### src/rtl/irq_sel_pkg.sv
package irq_sel_pkg;

    typedef enum logic [1:0] {
        ST_IDLE  = 2'd0,
        ST_GRANT = 2'd1,
        ST_FAULT = 2'd2
    } sel_state_e;

    typedef enum logic [1:0] {
        EXT_NONE  = 2'd0,
        EXT_QUEUE = 2'd1,
        EXT_CKC   = 2'd2,
        EXT_CPT   = 2'd3
    } ext_src_e;

    localparam int GR_MCHK = 0;
    localparam int GR_EXT  = 1;
    localparam int GR_IO   = 2;

    localparam logic [15:0] CODE_CKC = 16'h1004;
    localparam logic [15:0] CODE_CPT = 16'h1005;

endpackage

### src/rtl/irq_io_scan.sv
module irq_io_scan #(
    parameter int NSUB = 8,
    parameter int CW   = 4,
    parameter int MAXD = 8,
    localparam int SW  = (NSUB > 1) ? $clog2(NSUB) : 1
) (
    input  logic [NSUB*CW-1:0] cnt_flat,
    input  logic [NSUB-1:0]    mask,
    output logic               hit,
    output logic [SW-1:0]      sub,
    output logic [NSUB-1:0]    pick,
    output logic               ovr,
    output logic               last
);

    logic [NSUB-1:0] occ;
    logic [NSUB-1:0] elig;
    logic [CW-1:0]   sel_cnt;

    genvar g;
    generate
        for (g = 0; g < NSUB; g++) begin : g_sub
            assign occ[g]  = |cnt_flat[g*CW +: CW];
            assign elig[g] = occ[g] & mask[g];
        end
    endgenerate

    // lowest eligible index wins: walk downward so the last hit is the lowest
    always_comb begin
        sub  = '0;
        pick = '0;
        for (int i = NSUB - 1; i >= 0; i--) begin
            if (elig[i]) begin
                sub  = SW'(i);
                pick = NSUB'(1) << i;
            end
        end
    end

    assign hit     = |elig;
    assign sel_cnt = cnt_flat[int'(sub)*CW +: CW];
    assign ovr     = hit && (sel_cnt > CW'(MAXD));
    assign last    = hit && (sel_cnt == CW'(1)) && ((occ & ~pick) == '0);

endmodule

### src/rtl/irq_ext_pick.sv
module irq_ext_pick
    import irq_sel_pkg::*;
#(
    parameter int CW   = 4,
    parameter int MAXD = 8
) (
    input  logic          pend_ext,
    input  logic          pend_ckc,
    input  logic          pend_cpt,
    input  logic [CW-1:0] qcnt,
    input  logic [15:0]   qcode,
    output ext_src_e      src,
    output logic [15:0]   code,
    output logic          ovr,
    output logic          last
);

    always_comb begin
        if (pend_ext) begin
            src  = EXT_QUEUE;
            code = qcode;
        end else if (pend_ckc) begin
            src  = EXT_CKC;
            code = CODE_CKC;
        end else if (pend_cpt) begin
            src  = EXT_CPT;
            code = CODE_CPT;
        end else begin
            src  = EXT_NONE;
            code = 16'h0000;
        end
    end

    assign ovr  = (src == EXT_QUEUE) && ((qcnt == '0) || (qcnt > CW'(MAXD)));
    assign last = (src == EXT_QUEUE) && (qcnt == CW'(1));

endmodule

### src/rtl/irq_class_arb.sv
module irq_class_arb
    import irq_sel_pkg::*;
(
    input  logic       sync_latched,
    input  logic       mchk_rdy,
    input  logic       ext_rdy,
    input  logic       io_rdy,
    input  logic       mchk_ovr,
    input  logic       ext_ovr,
    input  logic       io_ovr,
    output logic [2:0] cls,
    output logic       bad
);

    always_comb begin
        cls = 3'b000;
        if (!sync_latched) begin
            if (mchk_rdy)      cls[GR_MCHK] = 1'b1;
            else if (ext_rdy)  cls[GR_EXT]  = 1'b1;
            else if (io_rdy)   cls[GR_IO]   = 1'b1;
        end
    end

    assign bad = (cls == 3'b000)
              || (cls[GR_MCHK] && mchk_ovr)
              || (cls[GR_EXT]  && ext_ovr)
              || (cls[GR_IO]   && io_ovr);

endmodule

### src/rtl/irq_selector.sv
module irq_selector
    import irq_sel_pkg::*;
#(
    parameter int NSUB = 8,
    parameter int CW   = 4,
    parameter int MAXD = 8,
    localparam int SW  = (NSUB > 1) ? $clog2(NSUB) : 1
) (
    input  logic               clk,
    input  logic               rst_n,
    input  logic               take,
    input  logic               sync_latched,
    input  logic               en_mchk,
    input  logic               en_ext,
    input  logic               en_io,
    input  logic               pend_mchk,
    input  logic               pend_ext,
    input  logic               pend_ckc,
    input  logic               pend_cpt,
    input  logic               chan_rpt_en,
    input  logic [CW-1:0]      mchk_cnt,
    input  logic [CW-1:0]      ext_cnt,
    input  logic [15:0]        ext_code_in,
    input  logic [NSUB*CW-1:0] io_cnt,
    input  logic [NSUB-1:0]    io_mask,
    output logic [2:0]         grant,
    output logic [15:0]        int_code,
    output logic [SW-1:0]      io_sub,
    output logic               pop_mchk,
    output logic               pop_ext,
    output logic [NSUB-1:0]    pop_io,
    output logic               clr_mchk,
    output logic               clr_ext,
    output logic               clr_ckc,
    output logic               clr_io,
    output logic               err
);

    sel_state_e      state;
    sel_state_e      nxt;

    ext_src_e        ext_src;
    logic [15:0]     ext_code;
    logic            ext_ovr;
    logic            ext_last;

    logic            io_hit;
    logic [SW-1:0]   io_sel;
    logic [NSUB-1:0] io_pick;
    logic            io_ovr;
    logic            io_last;

    logic            mchk_rdy;
    logic            ext_rdy;
    logic            io_rdy;
    logic            mchk_ovr;
    logic            mchk_last;
    logic [2:0]      cls;
    logic            bad;
    logic            accept;

    irq_ext_pick #(.CW(CW), .MAXD(MAXD)) u_ext (
        .pend_ext (pend_ext),
        .pend_ckc (pend_ckc),
        .pend_cpt (pend_cpt),
        .qcnt     (ext_cnt),
        .qcode    (ext_code_in),
        .src      (ext_src),
        .code     (ext_code),
        .ovr      (ext_ovr),
        .last     (ext_last)
    );

    irq_io_scan #(.NSUB(NSUB), .CW(CW), .MAXD(MAXD)) u_io (
        .cnt_flat (io_cnt),
        .mask     (io_mask),
        .hit      (io_hit),
        .sub      (io_sel),
        .pick     (io_pick),
        .ovr      (io_ovr),
        .last     (io_last)
    );

    assign mchk_rdy  = en_mchk && pend_mchk && chan_rpt_en;
    assign ext_rdy   = en_ext && (ext_src != EXT_NONE);
    assign io_rdy    = en_io && io_hit;
    assign mchk_ovr  = (mchk_cnt == '0) || (mchk_cnt > CW'(MAXD));
    assign mchk_last = (mchk_cnt == CW'(1));

    irq_class_arb u_arb (
        .sync_latched (sync_latched),
        .mchk_rdy     (mchk_rdy),
        .ext_rdy      (ext_rdy),
        .io_rdy       (io_rdy),
        .mchk_ovr     (mchk_ovr),
        .ext_ovr      (ext_ovr),
        .io_ovr       (io_ovr),
        .cls          (cls),
        .bad          (bad)
    );

    assign accept = (state == ST_IDLE) && take;

    // state register
    always_ff @(posedge clk or negedge rst_n) begin
        if (!rst_n) state <= ST_IDLE;
        else        state <= nxt;
    end

    // transitions: IDLE -take,legal-> GRANT; IDLE -take,illegal-> FAULT;
    // GRANT -> IDLE; FAULT -> IDLE (take ignored in both)
    always_comb begin
        nxt = state;
        unique case (state)
            ST_IDLE:  if (take) nxt = bad ? ST_FAULT : ST_GRANT;
            ST_GRANT: nxt = ST_IDLE;
            ST_FAULT: nxt = ST_IDLE;
            default:  nxt = ST_IDLE;
        endcase
    end

    // registered one-cycle response
    always_ff @(posedge clk or negedge rst_n) begin
        if (!rst_n) begin
            grant    <= '0;
            int_code <= '0;
            io_sub   <= '0;
            pop_mchk <= 1'b0;
            pop_ext  <= 1'b0;
            pop_io   <= '0;
            clr_mchk <= 1'b0;
            clr_ext  <= 1'b0;
            clr_ckc  <= 1'b0;
            clr_io   <= 1'b0;
            err      <= 1'b0;
        end else begin
            grant    <= '0;
            int_code <= '0;
            io_sub   <= '0;
            pop_mchk <= 1'b0;
            pop_ext  <= 1'b0;
            pop_io   <= '0;
            clr_mchk <= 1'b0;
            clr_ext  <= 1'b0;
            clr_ckc  <= 1'b0;
            clr_io   <= 1'b0;
            err      <= 1'b0;
            if (accept) begin
                if (bad) begin
                    err <= 1'b1;
                end else begin
                    grant <= cls;
                    if (cls[GR_MCHK]) begin
                        pop_mchk <= 1'b1;
                        clr_mchk <= mchk_last;
                    end
                    if (cls[GR_EXT]) begin
                        int_code <= ext_code;
                        unique case (ext_src)
                            EXT_QUEUE: begin
                                pop_ext <= 1'b1;
                                clr_ext <= ext_last;
                            end
                            EXT_CKC, EXT_CPT: begin
                                clr_ext <= 1'b1;
                                clr_ckc <= 1'b1;
                            end
                            default: ;
                        endcase
                    end
                    if (cls[GR_IO]) begin
                        io_sub <= io_sel;
                        pop_io <= io_pick;
                        clr_io <= io_last;
                    end
                end
            end
        end
    end

endmodule

### config.mk
export PLATFORM = sky130hd
export DESIGN_NAME = irq_selector
export DESIGN_NICKNAME = d
export VERILOG_FILES = /design/src/rtl/irq_sel_pkg.sv /design/src/rtl/irq_io_scan.sv /design/src/rtl/irq_ext_pick.sv /design/src/rtl/irq_class_arb.sv /design/src/rtl/irq_selector.sv
export SDC_FILE = /design/constraint.sdc
export NUM_CORES = 1
export LEC_CHECK = 0
export CORE_ASPECT_RATIO = 1.4
export CORE_MARGIN = 8
export CORE_UTILIZATION = 41
export CTS_BUF_LIST = sky130_fd_sc_hd__clkbuf_8 sky130_fd_sc_hd__clkbuf_16
export DETAILED_ROUTE_END_ITERATION = 10
export GPL_TIMING_DRIVEN = 0
export PLACE_DENSITY = 0.92
export RECOVER_POWER = 100
export SLEW_MARGIN = 30
export SYNTH_ARGS = -nofsm -noshare
export SYNTH_HDL_FRONTEND = slang
export SYNTH_SLANG_ARGS = --single-unit
### constraint.sdc
create_clock -name clk -period 2.5 [get_ports clk]
set_clock_uncertainty 0.15 [all_clocks]
set_input_delay 0.5 -clock clk [delete_from_list [all_inputs] [get_ports clk]]
set_output_delay 0.5 -clock clk [all_outputs]
set_load 0.1 [all_outputs]
==> results.py <==
metrics = {
    "clock_network": {
        "cts_sinks": 38,
        "max-clock-path-buffers": 2,
        "cts-buffers-inserted": 5,
        "clkLatencyLatePin_ns": 0.29,
        "cts-root-buf": "clkbuf_8",
        "cts_htree_levels": 2,
        "clk_pin_slew_ns": 0.07,
        "cts_tree": "built",
    },
    "die": {
        "ioPinCount": 113,
        "die_w_um": 78.83,
        "die_area_um2": 8195,
        "die_h_um": 104.0,
        "initial_core_util_pct": 41.92,
        "placement_rows": 32,
        "core_um2": 5405,
    },
    "job": {
        "cap_violations": 0,
    },
    "run_status": {
        "status": "finished with violations",
        "violations": "negative setup slack",
    },
    "setup_path": {
        "critical_path.top_delay_family": "compound AO/OA/AOI/OAI gates",
        "startpoint": "io_mask[3]",
        "cp.required_ns": 2.51,
        "r2r-start": "state[1]",
        "max_stage_delay_ns": 0.49,
        "reg2reg_slack_ns": 0.12,
        "crit_path_start_kind": "input pin",
        "cp_max_fo": 4,
        "r2r_end": "pop_io[3]",
        "reg2reg_depth": 3,
        "end_kind": "register",
        "arrival_ns": 2.91,
        "worstPathCellList": "clkdlybuf4s15_1, o41a_1, nor2_2, a21o_1, o311ai_1, o31a_1, o2111ai_4, a2111oi_4",
        "worst_path_max_delay_cell": "a2111oi_4",
        "crit_type": "input pin to register",
        "worst-path-buf-inv": 1,
    },
    "synthesis": {
        "yosys.cell_types.count": 60,
        "synth_ff_type": "dfrtp_1",
        "ys_seq_area_share_pct": 41.97,
        "yosysWarnings": 0,
        "synth-edff-count": 0,
        "syn_inst": 204,
        "ys_async_sr_fraction_pct": 100.0,
        "synth_top_cells_by_area": "dfrtp_1 (42%), o41ai_4 (4.9%), and2_4 (3.5%)",
        "synth_top_area_share_pct": 41.97,
        "syn_nets": 280,
        "synth_largest_area_cell": "dfrtp_1",
        "netlist_area_um2": 2266,
        "synth.avg_cell_area_um2": 11.11,
        "ys_ff_latch": 38,
    },
    "sta": {
        "hold_viol_final": 0,
        "clock.fmax_mhz": 345.0,
        "period_share_pct": 115.9,
        "rsz0062_at_grt": "true",
        "worst_pin_slew_ns": 1.223,
        "finalCriticalPeriod_ns": 2.899,
        "timing.slew.headroom_pct": 18.79,
        "slew_violations": 0,
        "setup_slack_ns": -0.3986,
        "holdWs_ns": 0.3935,
        "setup_violations": 38,
    },
    "hold_path": {
        "min_from": "io_cnt[1]",
        "holdPathStages": 3,
        "hold_class": "input pin to register",
        "holdPathEnd": "pop_io[0]",
    },
    "drt": {
        "routed_via_density": 6.260,
        "drtIter0Drc": 144,
        "vias": 2911,
        "wl_um": 11430,
        "route.detailed.drc": 0,
        "first_pass_iters": 5,
        "wire_per_inst_um": 24.59,
        "antenna_left": 0,
    },
    "global_route": {
        "grt-ovfl-total": 0,
        "grt_first_pass_wirelength_um": 15790,
        "antenna_found_initial": 0,
        "grt_pass1_vias": 3020,
        "grt_max_degree": 25,
        "gr-usage-all-layers_pct": 24.36,
    },
    "pwr": {
        "power_switching_share_pct": 32.15,
        "p_int_uw": 1091,
        "power_frac_clock_pct": 23.3,
        "p_comb_share_pct": 37.6,
        "leakagePower_uw": 0.001867,
        "power.switching_uw": 516.9,
        "p_per_area_nw_per_um2": 360.4,
        "power_frac_seq_pct": 39.1,
        "ir_drop_mv": 0.1730,
    },
    "finish": {
        "synthToLayoutAreaGrowth_pct": 96.85,
        "final_cell_area_um2": 4461,
        "fin_cells": 465,
        "diodes": 0,
        "fin_nets": 473,
        "drive_gt1_share_pct": 47.86,
    },
    "place": {
        "dpl.hpwl_um": 6183,
        "preCtsSetupSlack_ns": -1.087,
        "placed_cells": 385,
        "io_buffer_count": 112,
        "gp_congestion": 0.8851,
        "dpl-instance-area_um2": 3563,
    },
}
cells by family after synthesis:
| kind of cell | share of synthesized area [%] |
|---|---|
| compound gates | 32.86 |
| simple gates | 19.82 |
| flops | 41.97 |
| buf+inv | 2.153 |
| mux | 2.429 |
| xor+xnor | 0.7732 |
power groups by stage:
| stage | clock network, µW | registers [µW] | logic [µW] |
|---|---|---|---|
| floorplan | 0 | 682 | 146 |
| global placement | 0 | 637 | 394 |
| detailed placement | 0 | 638 | 409 |
| CTS | 370 | 627 | 534 |
| global route | 406 | 628 | 627 |
| finish | 375 | 628 | 605 |
worst register-to-register path, cell delays in order, from the launching register on:
cell	delay [ns]
dfrtp_1	0.37
nor3b_1	0.82
o2111ai_4	0.42
a2111oi_4	0.50
cell usage after synthesis (3+ instances only):
cell type / instances
inv_1: 3
o21ai_0: 9
o21a_1: 3
and2_4: 9
nand4_1: 4
and2_1: 4
a31oi_1: 4
nor2_1: 14
nor4_1: 8
o41ai_4: 4
a211oi_1: 3
nor3b_1: 3
o211ai_1: 4
dfrtp_1: 38
nand3_1: 3
nand2_1: 8
nor3_1: 6
a211oi_2: 4
o41a_1: 7
a21oi_1: 13
o21ai_1: 3
metal layers:
layer  up-vias  global-route usage, %  part of all wire, %
li1       1197                      -                    -
met5         -                      0                    0
met2       257                  45.28                   52
met4         0                  15.29                  7.0
met3        82                  4.152                  8.9
met1      1375                  23.65                   32
sequential cells by signal, indices dropped and copies added, names as in the netlist:
register  flops
grant         2
pop_io        8
clr_mchk      1
clr_ckc       1
clr_io        1
err           1
int_code     16
clr_ext       1
pop_ext       1
io_sub        3
state         2
pop_mchk      1
placed cells by master, fill, tap and decap left out, types with 3 or more instances in the layout:
cell             instances
nor2_1                  11
a21oi_1                  5
clkdlybuf4s50_1         64
dlygate4sd3_1            7
and2_4                  12
o41a_1                   7
dlygate4sd2_1            5
nand4_1                  4
o211ai_1                 4
buf_8                    5
inv_1                    4
o21ai_2                  3
nor3b_1                  3
or2_4                    3
o21ai_0                  7
a31oi_1                  3
a21oi_2                  7
clkbuf_8                 5
dfrtp_1                 38
o21a_1                   3
buf_6                   23
a211oi_2                 7
nor3_1                   4
nor4_1                   7
nand2_1                  6
buf_4                   61
buf_2                   16
o41ai_4                  7
area by class of cell:
| cell class | count | area, µm² |
|---|---|---|
| inverter | 3 | 13.76 |
| multi-input combinational | 159 | 1612 |
| buffer | 4 | 45.04 |
| sequential | 38 | 950.9 |
| fill | 270 | 944.7 |
| timing repair buffer | 186 | 1678 |
| tap | 68 | 85.08 |
| clock buffer | 5 | 68.82 |
| clock inverter | 2 | 7.507 |
worst max-delay path by stage:
stage / to / depth (start not counted)
5_1_grt: pop_io[3] / 9
6_report: pop_io[3] / 8
4_1_cts: pop_io[4] / 10
3_5_place_dp: int_code[9] / 9
3_3_place_gp: pop_io[1] / 9
2_1_floorplan: int_code[10] / 8
what timing repair did:
action,in CTS,in global routing
pin swaps,38,26
hold buffers,1,0
gates resized for setup,198,49
endpoints found under the setup margin,39,37
cloned,2,1
hold endpoints to repair,14,0
setup buffers,59,14
per-stage QoR:
step | utilization (%) | total power [µW] | TNS (ns)
final | 82.52 | 1607 | -8.550
after global routing | 82.52 | 1661 | -10.93
after CTS | 79.54 | 1531 | -1.774
after detailed placement | 65.93 | 1047 | -37.07
after global placement | 65.51 | 1031 | -35.24
after floorplan | - | 828.0 | -3.990
(Power assumes the default switching activity.)
